<file path="src/rtl/gic_lite_pkg.sv">
package gic_lite_pkg;
  localparam int unsigned SPURIOUS_ID = 1023;

  // distributor bank offsets
  localparam logic [11:0] DCTL_OFS   = 12'h000;
  localparam logic [11:0] SETEN_BASE = 12'h100;
  localparam logic [11:0] TGT_BASE   = 12'h800;

  // cpu interface bank offsets
  localparam logic [11:0] CCTL_OFS  = 12'h000;
  localparam logic [11:0] PMASK_OFS = 12'h004;
  localparam logic [11:0] ACK_OFS   = 12'h00C;
  localparam logic [11:0] EOI_OFS   = 12'h010;

  // word index (addr>>2) of the enable word holding source id
  function automatic int unsigned seten_word(int unsigned base_w, int unsigned id);
    return base_w + id / 32;
  endfunction

  // word index of the routing word holding source id; bit position is 8*(id%4)
  function automatic int unsigned tgt_word(int unsigned base_w, int unsigned id);
    return base_w + id / 4;
  endfunction

  function automatic int unsigned tgt_bit(int unsigned id);
    return 8 * (id % 4);
  endfunction

  // a priority is admitted when it is strictly below the mask
  function automatic logic prio_admit(logic [7:0] prio, logic [7:0] mask);
    return prio < mask;
  endfunction
endpackage

</file>
<file path="src/rtl/gic_dist.sv">
module gic_dist
  import gic_lite_pkg::*;
#(
  parameter int N_IRQ = 96
) (
  input  logic             clk,
  input  logic             rst_n,
  input  logic             wr,
  input  logic [11:0]      addr,
  input  logic [31:0]      wdata,
  output logic [31:0]      rdata,
  output logic             dist_en,
  output logic [N_IRQ-1:0] enable,
  output logic [N_IRQ-1:0] target
);
  localparam int NW      = N_IRQ / 32;
  localparam int SETEN_W = int'(SETEN_BASE >> 2);
  localparam int TGT_W   = int'(TGT_BASE >> 2);

  logic [9:0] waddr;
  assign waddr = addr[11:2];

  always_ff @(posedge clk) begin
    if (!rst_n) begin
      dist_en <= 1'b0;
      enable  <= '0;
      target  <= '0;
    end else if (wr) begin
      if (addr == DCTL_OFS) dist_en <= wdata[0];
      for (int w = 0; w < NW; w++) begin
        if (waddr == 10'(seten_word(SETEN_W, 32 * w)))
          enable[w*32 +: 32] <= enable[w*32 +: 32] | wdata;
      end
      for (int i = 0; i < N_IRQ; i++) begin
        if (waddr == 10'(tgt_word(TGT_W, i)))
          target[i] <= wdata[tgt_bit(i)];
      end
    end
  end

  always_comb begin
    rdata = '0;
    if (addr == DCTL_OFS) rdata = {31'd0, dist_en};
    for (int w = 0; w < NW; w++) begin
      if (waddr == 10'(seten_word(SETEN_W, 32 * w))) rdata = enable[w*32 +: 32];
    end
    for (int i = 0; i < N_IRQ; i++) begin
      if (waddr == 10'(tgt_word(TGT_W, i))) rdata[tgt_bit(i)] = target[i];
    end
  end
endmodule

</file>
<file path="src/rtl/gic_pick.sv">
module gic_pick #(
  parameter int N_IRQ = 96,
  parameter int ID_W  = 10
) (
  input  logic [N_IRQ-1:0] cand,
  output logic             any,
  output logic [ID_W-1:0]  id
);
  always_comb begin
    id = '0;
    for (int i = N_IRQ - 1; i >= 0; i--) begin
      if (cand[i]) id = ID_W'(i);
    end
  end
  assign any = |cand;
endmodule

</file>
<file path="src/rtl/gic_cpuif.sv">
module gic_cpuif
  import gic_lite_pkg::*;
#(
  parameter int         ID_W = 10,
  parameter logic [7:0] PRIO = 8'hA0
) (
  input  logic            clk,
  input  logic            rst_n,
  input  logic            wr,
  input  logic            rd,
  input  logic [11:0]     addr,
  input  logic [31:0]     wdata,
  output logic [31:0]     rdata,
  input  logic            dist_en,
  input  logic            cand_any,
  input  logic [ID_W-1:0] cand_id,
  output logic            cpu_en,
  output logic            cpu_irq,
  output logic            ack_evt,
  output logic            eoi_evt,
  output logic            active_vld,
  output logic [ID_W-1:0] active_id
);
  logic [7:0] pmask;
  logic       fwd;

  assign fwd     = dist_en & cpu_en & cand_any & prio_admit(PRIO, pmask) & ~active_vld;
  assign cpu_irq = fwd;
  assign ack_evt = rd & (addr == ACK_OFS) & fwd;
  assign eoi_evt = wr & (addr == EOI_OFS) & active_vld
                 & (wdata == 32'(active_id));

  always_ff @(posedge clk) begin
    if (!rst_n) begin
      cpu_en     <= 1'b0;
      pmask      <= '0;
      active_vld <= 1'b0;
      active_id  <= '0;
    end else begin
      if (wr && addr == CCTL_OFS)  cpu_en <= wdata[0];
      if (wr && addr == PMASK_OFS) pmask  <= wdata[7:0];
      if (ack_evt) begin
        active_vld <= 1'b1;
        active_id  <= cand_id;
      end else if (eoi_evt) begin
        active_vld <= 1'b0;
      end
    end
  end

  always_comb begin
    rdata = '0;
    case (addr)
      CCTL_OFS:  rdata = {31'd0, cpu_en};
      PMASK_OFS: rdata = {24'd0, pmask};
      ACK_OFS:   rdata = fwd ? 32'(cand_id) : 32'(SPURIOUS_ID);
      default:   rdata = '0;
    endcase
  end
endmodule

</file>
<file path="src/rtl/gic_lite.sv">
module gic_lite #(
  parameter int         N_IRQ = 96,
  parameter int         ID_W  = 10,
  parameter logic [7:0] PRIO  = 8'hA0
) (
  input  logic             clk,
  input  logic             rst_n,
  input  logic [N_IRQ-1:0] irq_src,
  input  logic             bus_wr,
  input  logic             bus_rd,
  input  logic [12:0]      bus_addr,
  input  logic [31:0]      bus_wdata,
  output logic [31:0]      bus_rdata,
  output logic             cpu_irq
);
  logic             cpu_sel;
  logic [31:0]      dist_rdata, cpu_rdata;
  logic             dist_en, cpu_en;
  logic [N_IRQ-1:0] enable, target, cand;
  logic             cand_any;
  logic [ID_W-1:0]  cand_id;
  logic             ack_evt, eoi_evt, active_vld;
  logic [ID_W-1:0]  active_id;

  assign cpu_sel = bus_addr[12];
  assign cand    = irq_src & enable & target;

  gic_dist #(.N_IRQ(N_IRQ)) u_dist (
    .clk(clk), .rst_n(rst_n), .wr(bus_wr & ~cpu_sel), .addr(bus_addr[11:0]),
    .wdata(bus_wdata), .rdata(dist_rdata), .dist_en(dist_en),
    .enable(enable), .target(target)
  );

  gic_pick #(.N_IRQ(N_IRQ), .ID_W(ID_W)) u_pick (
    .cand(cand), .any(cand_any), .id(cand_id)
  );

  gic_cpuif #(.ID_W(ID_W), .PRIO(PRIO)) u_cpuif (
    .clk(clk), .rst_n(rst_n), .wr(bus_wr & cpu_sel), .rd(bus_rd & cpu_sel),
    .addr(bus_addr[11:0]), .wdata(bus_wdata), .rdata(cpu_rdata),
    .dist_en(dist_en), .cand_any(cand_any), .cand_id(cand_id),
    .cpu_en(cpu_en), .cpu_irq(cpu_irq), .ack_evt(ack_evt), .eoi_evt(eoi_evt),
    .active_vld(active_vld), .active_id(active_id)
  );

  assign bus_rdata = cpu_sel ? cpu_rdata : dist_rdata;
endmodule

</file>
<file path="config.mk">
export PLATFORM = sky130hd
export DESIGN_NAME = gic_lite
export DESIGN_NICKNAME = d
export VERILOG_FILES = /design/src/rtl/gic_lite_pkg.sv /design/src/rtl/gic_dist.sv /design/src/rtl/gic_pick.sv /design/src/rtl/gic_cpuif.sv /design/src/rtl/gic_lite.sv
export SDC_FILE = /design/constraint.sdc
export NUM_CORES = 1
export LEC_CHECK = 0
export ABC_AREA = 1
export CORE_ASPECT_RATIO = 1.25
export CORE_MARGIN = 2
export CORE_UTILIZATION = 45
export CTS_CLUSTER_DIAMETER = 120
export DETAILED_ROUTE_END_ITERATION = 12
export DONT_BUFFER_PORTS = 1
export PLACE_DENSITY = 0.67
export SLEW_MARGIN = 10
export SYNTH_ARGS = -nofsm -noshare
export SYNTH_HDL_FRONTEND = slang
export SYNTH_HIERARCHICAL = 1
export SYNTH_SLANG_ARGS = --single-unit
</file>
<file path="constraint.sdc">
create_clock -name clk -period 11.9 [get_ports clk]
set_input_delay 1.19 -clock clk [delete_from_list [all_inputs] [get_ports clk]]
set_output_delay 1.19 -clock clk [all_outputs]
set_load 0.05 [all_outputs]
</file>
Yosys cells after proc, flatten, opt, wreduce, memory -nomap -nowiden
Cells that the tools add are included.
{"block": "totals", "out_inout_bits": 33, "input_bits": 145, "regBits": 213, "wordCells": 317}
{"block": "classes", "n_reduce_logical": 33, "order_cmp": 1, "muxes": 201, "n_eq_ne": 31, "bitwise_logic": 19}
{"op": "$mux W7", "count": 96}
{"op": "$eq A10 B10 Y1 const B", "count": 24}
{"op": "$and A96 B96 Y96", "count": 2}
{"op": "$mux W32", "count": 4}
{"op": "$mux W1", "count": 99}
{"op": "$or A32 B32 Y32", "count": 3}
{"op": "$pmux W32 S3", "count": 1}
{"op": "$reduce_or A96 Y1", "count": 1}
{"op": "$reduce_and A2 Y1", "count": 28}
{"op": "$eq A32 B10 Y1", "count": 1}
{"op": "$eq A10 B7 Y1 const B", "count": 3}
{"op": "$and A1 B1 Y1", "count": 12}
{"op": "$eq A12 B3 Y1 const B", "count": 1}
{"op": "$eq A12 B4 Y1 const B", "count": 1}
{"op": "$eq A12 B5 Y1 const B", "count": 1}
{"op": "$logic_not A12 Y1", "count": 1}
{"op": "$mux W10", "count": 1}
{"op": "$lt A8 B8 Y1 const A", "count": 1}
{"op": "$logic_and A1 B1 Y1", "count": 2}
{"op": "$not A1 Y1", "count": 2}
{"op": "$reduce_bool A2 Y1", "count": 1}

Depth between registers and ports, before layout
Gate-level depths: netlist of the first run.
{"block": "logic_depth", "ltp_word": 101, "mapped_depth": 101, "ltp_nobuf": 101}

Hierarchy
Netlist of the first run, hierarchy kept.
{"mod": "gic_dist", "n_inst": 1, "area_per_inst_um2": 8583.2, "seq_area_each_um2": 3863.7, "cells_per_inst": 1209}
{"mod": "gic_cpuif", "n_inst": 1, "area_per_inst_um2": 1637.8, "seq_area_each_um2": 400.4, "cells_per_inst": 279}
{"mod": "gic_lite", "n_inst": 1, "area_per_inst_um2": 1537.7, "seq_area_each_um2": 0.0, "cells_per_inst": 398}
{"mod": "gic_pick", "n_inst": 1, "area_per_inst_um2": 1473.9, "seq_area_each_um2": 0.0, "cells_per_inst": 358}

Least setup slack after synthesis of the first run
OpenSTA, ideal clock, no wires.
{"block": "synth_path", "path_type": "input -> output", "startpoint": "input irq_src[93]", "endpoint": "output bus_rdata[0]", "path_slack_ns": 4.769, "t_arrival_ns": 5.941, "path_stages": 100, "path_buffers": 0, "required_ns": 10.710, "cell_sequence": "nand2_1 > nor2_1 > inv_2 > nand2_1 > nand2_1 > nand2_1 > nand2_1 > nand2_1 > nand2_1 > nand2_1 > nand2_1 > nand2_1 > nand2_1 > nand2_1 > nand2_1 > nand2_1 > nand2_1 > nand2_1 > [64 not listed] > nand2_1 > nand2_1 > nand2_1 > nand2_1 > nand2_1 > nand2_1 > nand2_1 > nand2_1 > nand2_1 > nand2_1 > nand2_1 > nand2_1 > nand2_1 > a21oi_2 > o21ai_1 > o211ai_1 > nand2_1 > nand2_1"}
{"block": "synth_between", "elab_chain_cells": 99, "word_cells_on_any_way": 103, "classes_between": "97 x mux; 5 x bitwise; 1 x reduce/logical"}
{"item": "start: declaration", "line": "gic_lite.sv:8", "source": "input logic [N_IRQ-1:0] irq_src,"}
{"item": "$and A96 B96 Y96 (2 in a row)", "line": "gic_lite.sv:26", "source": "assign cand = irq_src & enable & target;"}
{"item": "net cand[93]", "line": "gic_lite.sv:19", "source": "logic [N_IRQ-1:0] enable, target, cand;"}
{"item": "$mux W7 (94 in a row)", "line": "gic_pick.sv:12", "source": "if (cand[i]) id = ID_W'(i);"}
{"item": "net cand_id[0]", "line": "gic_lite.sv:21", "source": "logic [ID_W-1:0] cand_id;"}
{"item": "$mux W10", "line": "gic_cpuif.sv:56", "source": "ACK_OFS: rdata = fwd ? 32'(cand_id) : 32'(SPURIOUS_ID);"}
{"item": "$pmux W32 S3", "line": "gic_cpuif.sv:53", "source": "case (addr)"}
{"item": "net cpu_rdata[0]", "line": "gic_lite.sv:17", "source": "logic [31:0] dist_rdata, cpu_rdata;"}
{"item": "$mux W32", "line": "gic_lite.sv:46", "source": "assign bus_rdata = cpu_sel ? cpu_rdata : dist_rdata;"}
{"item": "end: declaration", "line": "gic_lite.sv:13", "source": "output logic [31:0] bus_rdata,"}
The timed path passes the listed nets, and every way through them passes these cells.

Worst setup path in the final report of the first run
Ends and elaborated chain as after synthesis.

==> flow_metrics.env, run 1 <==
export IMPL_status="complete, no violations"
export IMPL_first_iter_violations=1337
export IMPL_worst_endpoint_arrival_ns=6.86
export IMPL_grtUsageTotal_pct=31.63
export IMPL_path_class="input pin to output port"
export IMPL_cp_slowest_cell="nand2_1"
export IMPL_clk_root_buffer_cell="clkbuf_16"
export IMPL_place_congestion=0.9732
export IMPL_setup_viol=0
export IMPL_rows=69
export IMPL_rsz0062_at_grt="no"
export IMPL_io_pins=178
export IMPL_dp_hpwl_microns=37630
export IMPL_routedWlPerCell_microns=19.06
export IMPL_total_power_w=0.001622
export IMPL_htree_num_levels=1
export IMPL_clockBufferDepth=3
export IMPL_num_vias=13680
export IMPL_crit_required_ns=10.71
export IMPL_core_area_sq_um=28580
export IMPL_grt_pass1_wl_microns=73610
export IMPL_fin_cells=2595
export IMPL_final_nets=2332
export IMPL_die_width_microns=156.9
export IMPL_leakagePower_nw=5.124
export IMPL_n_fill_cell=3061
export IMPL_cp_start_kind="input pin"
export IMPL_antenna_cells=0
export IMPL_cp_startpoint="irq_src[93]"
export IMPL_finalWirelength_microns=49470
export IMPL_dp_cells=2550
export IMPL_p_per_area_nw_per_um2=114.7
export IMPL_vias_per_cell=5.270
export IMPL_min_path_type="register to register"
export IMPL_crit_fanout=2
export IMPL_critPathCapture="bus_rdata[0]"
export IMPL_io_buffers=0
export IMPL_initial_core_util_pct=46.00
export IMPL_finalWorstSetupSlack_ns=3.848
export IMPL_synthCells=2227
export IMPL_hold_viol=0
export IMPL_avgSynthCellArea_sq_um=5.902
export IMPL_final_max_slew_violation_count=0
export IMPL_first_pass_iters=5
export IMPL_dieArea_sq_um=30600
export IMPL_fin_util_pct=49.50
export IMPL_maxCapViolCount=0
export IMPL_antenna_found_initial=0
export IMPL_clock_fmax_mhz=124.2
export IMPL_path_depth=100
export IMPL_final_period_utilization_pct=67.67
export IMPL_period_minus_slack_ns=8.052
export IMPL_cp_end_kind="output port"
export IMPL_cts_resized=0
export IMPL_grt_pass1_vias=12740
export IMPL_clk_insertion_delay_late_ns=0.54
export IMPL_drc=0
export IMPL_rr_endpoint="u_cpuif/active_id[0]"
export IMPL_r2r_start="u_dist/target[93]"
export IMPL_layout_drive_gt1_share_pct=5.442
export IMPL_critPathTopFamily="simple AND/OR/NAND/NOR gates"
export IMPL_clk_pin_slew_ns=0.06
export IMPL_postCtsHoldBufs=0
export IMPL_cp_slowest_stage_delay_ns=0.37
export IMPL_ant_nets=0
export IMPL_clkSinkCount=213
export IMPL_dp_slack_ns=3.971
export IMPL_syn_area_sq_um=13140
export IMPL_grt_max_degree=91
export IMPL_numCtsBuffers=25
export IMPL_ys_warn_count=6
export IMPL_relSlewSlack_pct=29.82
export IMPL_path_buf_inv=1
export IMPL_postCtsSetupRepairBufs=0
export IMPL_fin_tns_setup_ns=0
export IMPL_die_y_microns=195.1
export IMPL_tightest_slew_ns=1.043
export IMPL_cpMostUsedCell="nand2_1"
export IMPL_cts_tree="built"
export IMPL_grt_ovfl_total=0
export IMPL_fin_skew_ns=0.01273
export IMPL_r2r_cells=100
export IMPL_ir_drop_mv=0.1339
export IMPL_regToRegSetupSlack_ns=6.28
export IMPL_area_growth_pct=7.625
[per-layer routing]
layer  routed length (microns)  GRT usage (%)  vias to the layer above
li1                          -              -                     6727
met1                     18900          38.31                     6140
met2                     22960          52.40                      674
met3                      4490          6.103                      135
met4                      3120          17.40                        0
met5                         0              0                        -
[cells in the final DEF (no fill, tap or decap), types with 4 or more instances in the layout]
cell type and n:
nand2_1 620, inv_1 426, nor2_1 279, dfxtp_1 213, a21oi_1 204, o21ai_0 135
nand3_1 54, nand4_1 36, o211ai_1 26, clkbuf_16 25, conb_1 25, o21ai_1 18
nor2_2 14, inv_2 13, nor3_1 13, nor4_1 13, buf_4 9, nor2_4 8
nand2_2 7, a211oi_1 7, nand3_2 6, bufinv_16 5, clkbuf_8 4, clkinvlp_4 4
clkinv_2 4, o211a_1 4
[worst min path at each step]
stage,end,start,cells after the start
2_1_floorplan,u_cpuif/pmask[1],u_cpuif/pmask[1],2
5_1_grt,u_cpuif/pmask[1],u_cpuif/pmask[1],2
3_3_place_gp,u_dist/enable[37],u_dist/enable[37],2
3_5_place_dp,u_dist/target[32],u_dist/target[32],2
4_1_cts,u_dist/target[32],u_dist/target[32],2
6_report,u_dist/target[32],u_dist/target[32],2
[final cells by class]
| cell class | count | area, sq um | area share [%] |
|---|---|---|---|
| inverters | 445 | 1704 | 12.05 |
| flip-flops and latches | 213 | 4264 | 30.14 |
| clock buffers | 31 | 688.2 | 4.865 |
| well taps | 390 | 488.0 | 3.449 |
| clock inverters | 14 | 212.7 | 1.504 |
| multi-input cells | 1493 | 6721 | 47.51 |
| repair buffers | 9 | 67.56 | 0.4776 |
[report_power, final]
group          internal [W]  leakage, nW  switching [W]
logic             0.0000107         2.98      0.0000523
registers          0.000713         1.71    0.000000151
clock network      0.000519        0.431       0.000327
[worst register-to-register path: cells and delay by family, from the launching register on]
kind                   cells  cell delay (ns)
AOI/OAI and AO/OA          1             0.20
buffers and inverters      3             0.18
DFF                        1             0.35
and+or+nand+nor           96             4.86
[state kept, by name, summed over array words and instances, names as in the netlist]
name / count
u_dist/enable: 96
u_cpuif/active_vld: 1
u_dist/dist_en: 1
u_dist/target: 96
u_cpuif/cpu_en: 1
u_cpuif/active_id: 10
u_cpuif/pmask: 8
[metrics by stage]
stage                     hold slack, ns  cell area (sq um)
final                             0.4645              14150
after floorplan                   0.4342              13230
after detailed placement          0.4570              13250
after global placement            0.4460              13250
after global routing              0.4827              14150
after CTS                         0.4662              14150
No activity file was read; power rests on OpenSTA's default activity.
==> inputs of run 2 (changes only) <==
- PLACE_DENSITY: 0.67 -> 0.69
- clock period: 11.9 -> 7.1 ns (I/O delays scaled with it)
==> flow_metrics.env, run 2 (same netlist as run 1, synthesis figures left out) <==
export IMPL_setup_viol=0
export IMPL_p_per_area_nw_per_um2=181.2
export IMPL_cp_slowest_stage_delay_ns=0.32
export IMPL_worst_endpoint_arrival_ns=6.29
export IMPL_fin_cells=2593
export IMPL_clkSinkCount=213
export IMPL_tightest_slew_ns=1.093
export IMPL_final_nets=2335
export IMPL_min_path_type="input pin to register"
export IMPL_crit_fanout=2
export IMPL_grt_pass1_vias=12710
export IMPL_grt_pass1_wl_microns=73400
export IMPL_pwr_share_comb_pct=4.1
export IMPL_regToRegSetupSlack_ns=1.47
export IMPL_num_vias=13530
export IMPL_power_share_sequential_pct=46.9
export IMPL_r2r_start="u_dist/enable[93]"
export IMPL_largestRegisters="u_dist/enable: 96 flops, u_dist/target: 96 flops, u_cpuif/active_id: 10 flops"
export IMPL_area_growth_pct=7.092
export IMPL_path_class="register to output port"
export IMPL_io_pins=178
export IMPL_antenna_cells=0
export IMPL_clk_root_buffer_cell="clkbuf_16"
export IMPL_dieArea_sq_um=30600
export IMPL_p_int_w=0.001954
export IMPL_hold_viol=0
export IMPL_cts_tree="built"
export IMPL_io_buffers=0
export IMPL_final_period_utilization_pct=98.61
export IMPL_switchingPower_w=0.0005967
export IMPL_leakagePower_nw=5.097
export IMPL_period_minus_slack_ns=7.002
export IMPL_fin_skew_ns=0.01168
export IMPL_hold_depth=2
export IMPL_core_area_sq_um=28580
export IMPL_ant_nets=0
export IMPL_postCtsHoldBufs=0
export IMPL_hp_start="bus_wdata[6]"
export IMPL_place_congestion=0.9758
export IMPL_cp_start_kind="register"
export IMPL_r2r_cells=101
export IMPL_final_max_slew_violation_count=0
export IMPL_finalWirelength_microns=49040
export IMPL_die_y_microns=195.1
export IMPL_mostFrequentLayoutCell="nand2_1"
export IMPL_drc=0
export IMPL_dp_cells=2551
export IMPL_rows=69
export IMPL_total_power_w=0.002550
export IMPL_final_cell_mix="619 x nand2_1, 426 x inv_1, 273 x nor2_1, 207 x dfxtp_1, 204 x a21oi_1"
export IMPL_clk_pin_slew_ns=0.06
export IMPL_cp_end_kind="output port"
export IMPL_grt_max_degree=91
export IMPL_cpMostUsedCell="nand2_1"
export IMPL_initial_core_util_pct=46.00
export IMPL_grt_ovfl_total=0
export IMPL_grtUsageTotal_pct=31.61
export IMPL_clockBufferDepth=3
export IMPL_vias_per_cell=5.219
export IMPL_ir_drop_mv=0.1883
export IMPL_die_width_microns=156.9
export IMPL_routedWlPerCell_microns=18.91
export IMPL_htree_num_levels=1
export IMPL_pwr_share_clk_pct=49.0
export IMPL_dp_hpwl_microns=37460
export IMPL_rsz0062_at_grt="yes"
export IMPL_cp_slowest_cell="dfxtp_2"
export IMPL_clock_fmax_mhz=142.8
export IMPL_numCtsBuffers=24
export IMPL_relSlewSlack_pct=26.45
export IMPL_antenna_found_initial=3
export IMPL_swShare_pct=23.40
export IMPL_whs_endpoint="u_dist/enable[38]"
export IMPL_crit_required_ns=6.39
export IMPL_first_pass_iters=6
export IMPL_clk_insertion_delay_late_ns=0.53
export IMPL_layout_drive_gt1_share_pct=5.765
export IMPL_status="complete, no violations"
export IMPL_maxCapViolCount=0
export IMPL_rr_endpoint="u_cpuif/active_id[0]"
export IMPL_first_iter_violations=1335
-- run 2: cell types whose count changed in the layout (fill, tap and decap cells not counted), sizes merged --
cell / before / now
clkbuf: 31 / 34
buf: 9 / 13
inv: 442 / 440
bufinv: 7 / 4
clkinvlp: 4 / 0
-- run 2: worst max-delay path, delay by kind of cell, from the launching register on --
family                 cells  cell delay (ns)
AO/OA/AOI/OAI              3             0.41
AND/OR/NAND/NOR           96             4.88
buffers and inverters      2             0.19
flip-flops                 1             0.32
-- run 2: what timing repair did --
item / 4_1_cts / 5_1_grt
resized for setup: 0 / 13
setup endpoints to repair: 0 / 1
buffers inserted: 0 / 3
-- run 2: metal layers --
layer,GRT usage (%),vias to the layer above,wire length [microns]
met2,52.31,629,22940
met5,0,-,39
met4,16.00,6,2688
met3,7.035,116,4496
met1,38.30,6055,18870
li1,-,6728,-
-- run 2: cell type report --
class                   count  area, sq um
inverters                 445         1703
fillers                  3034        14500
flip-flops and latches    213         4272
multi-input cells        1493         6739
repair buffers             13        110.1
clock inverters             5        75.07
well taps                 390        488.0
clock buffers              34        689.4
-- run 2: power by group through the flow --
stage / Clock, W / Sequential (W) / Combinational (W)
2_1_floorplan: 0 / 0.00122 / 0.000112
3_3_place_gp: 0 / 0.00122 / 0.000103
3_5_place_dp: 0 / 0.00122 / 0.000104
4_1_cts: 0.00126 / 0.00120 / 0.000104
5_1_grt: 0.00131 / 0.00119 / 0.000115
6_report: 0.00125 / 0.00120 / 0.000106
-- run 2: through the flow --
step / setup TNS [ns] / area [sq um] / setup WS (ns) / utilization [%] / hold slack (ns)
after floorplan: 0 / 13230 / 0.9286 / - / 0.4342
after global placement: 0 / 13260 / 0.2363 / 46.42 / 0.4476
after detailed placement: 0 / 13260 / 0.2932 / 46.42 / 0.4510
after CTS: 0 / 14030 / 0.03511 / 49.09 / 0.3099
after global routing: -0.7675 / 14080 / -0.7675 / 49.26 / 0.3134
final: 0 / 14080 / 0.09840 / 49.26 / 0.3183
-- run 2: worst max-delay path by stage --
stage / slack (ns) / start / cells past startpoint / to
2_1_floorplan: 0.93 / irq_src[93] / 100 / bus_rdata[0]
3_3_place_gp: 0.24 / irq_src[89] / 97 / bus_rdata[0]
3_5_place_dp: 0.29 / irq_src[93] / 101 / bus_rdata[0]
4_1_cts: 0.04 / u_dist/target[93] / 101 / bus_rdata[0]
5_1_grt: -0.77 / u_dist/enable[95] / 101 / bus_rdata[0]
6_report: 0.1 / u_dist/enable[93] / 101 / bus_rdata[0]
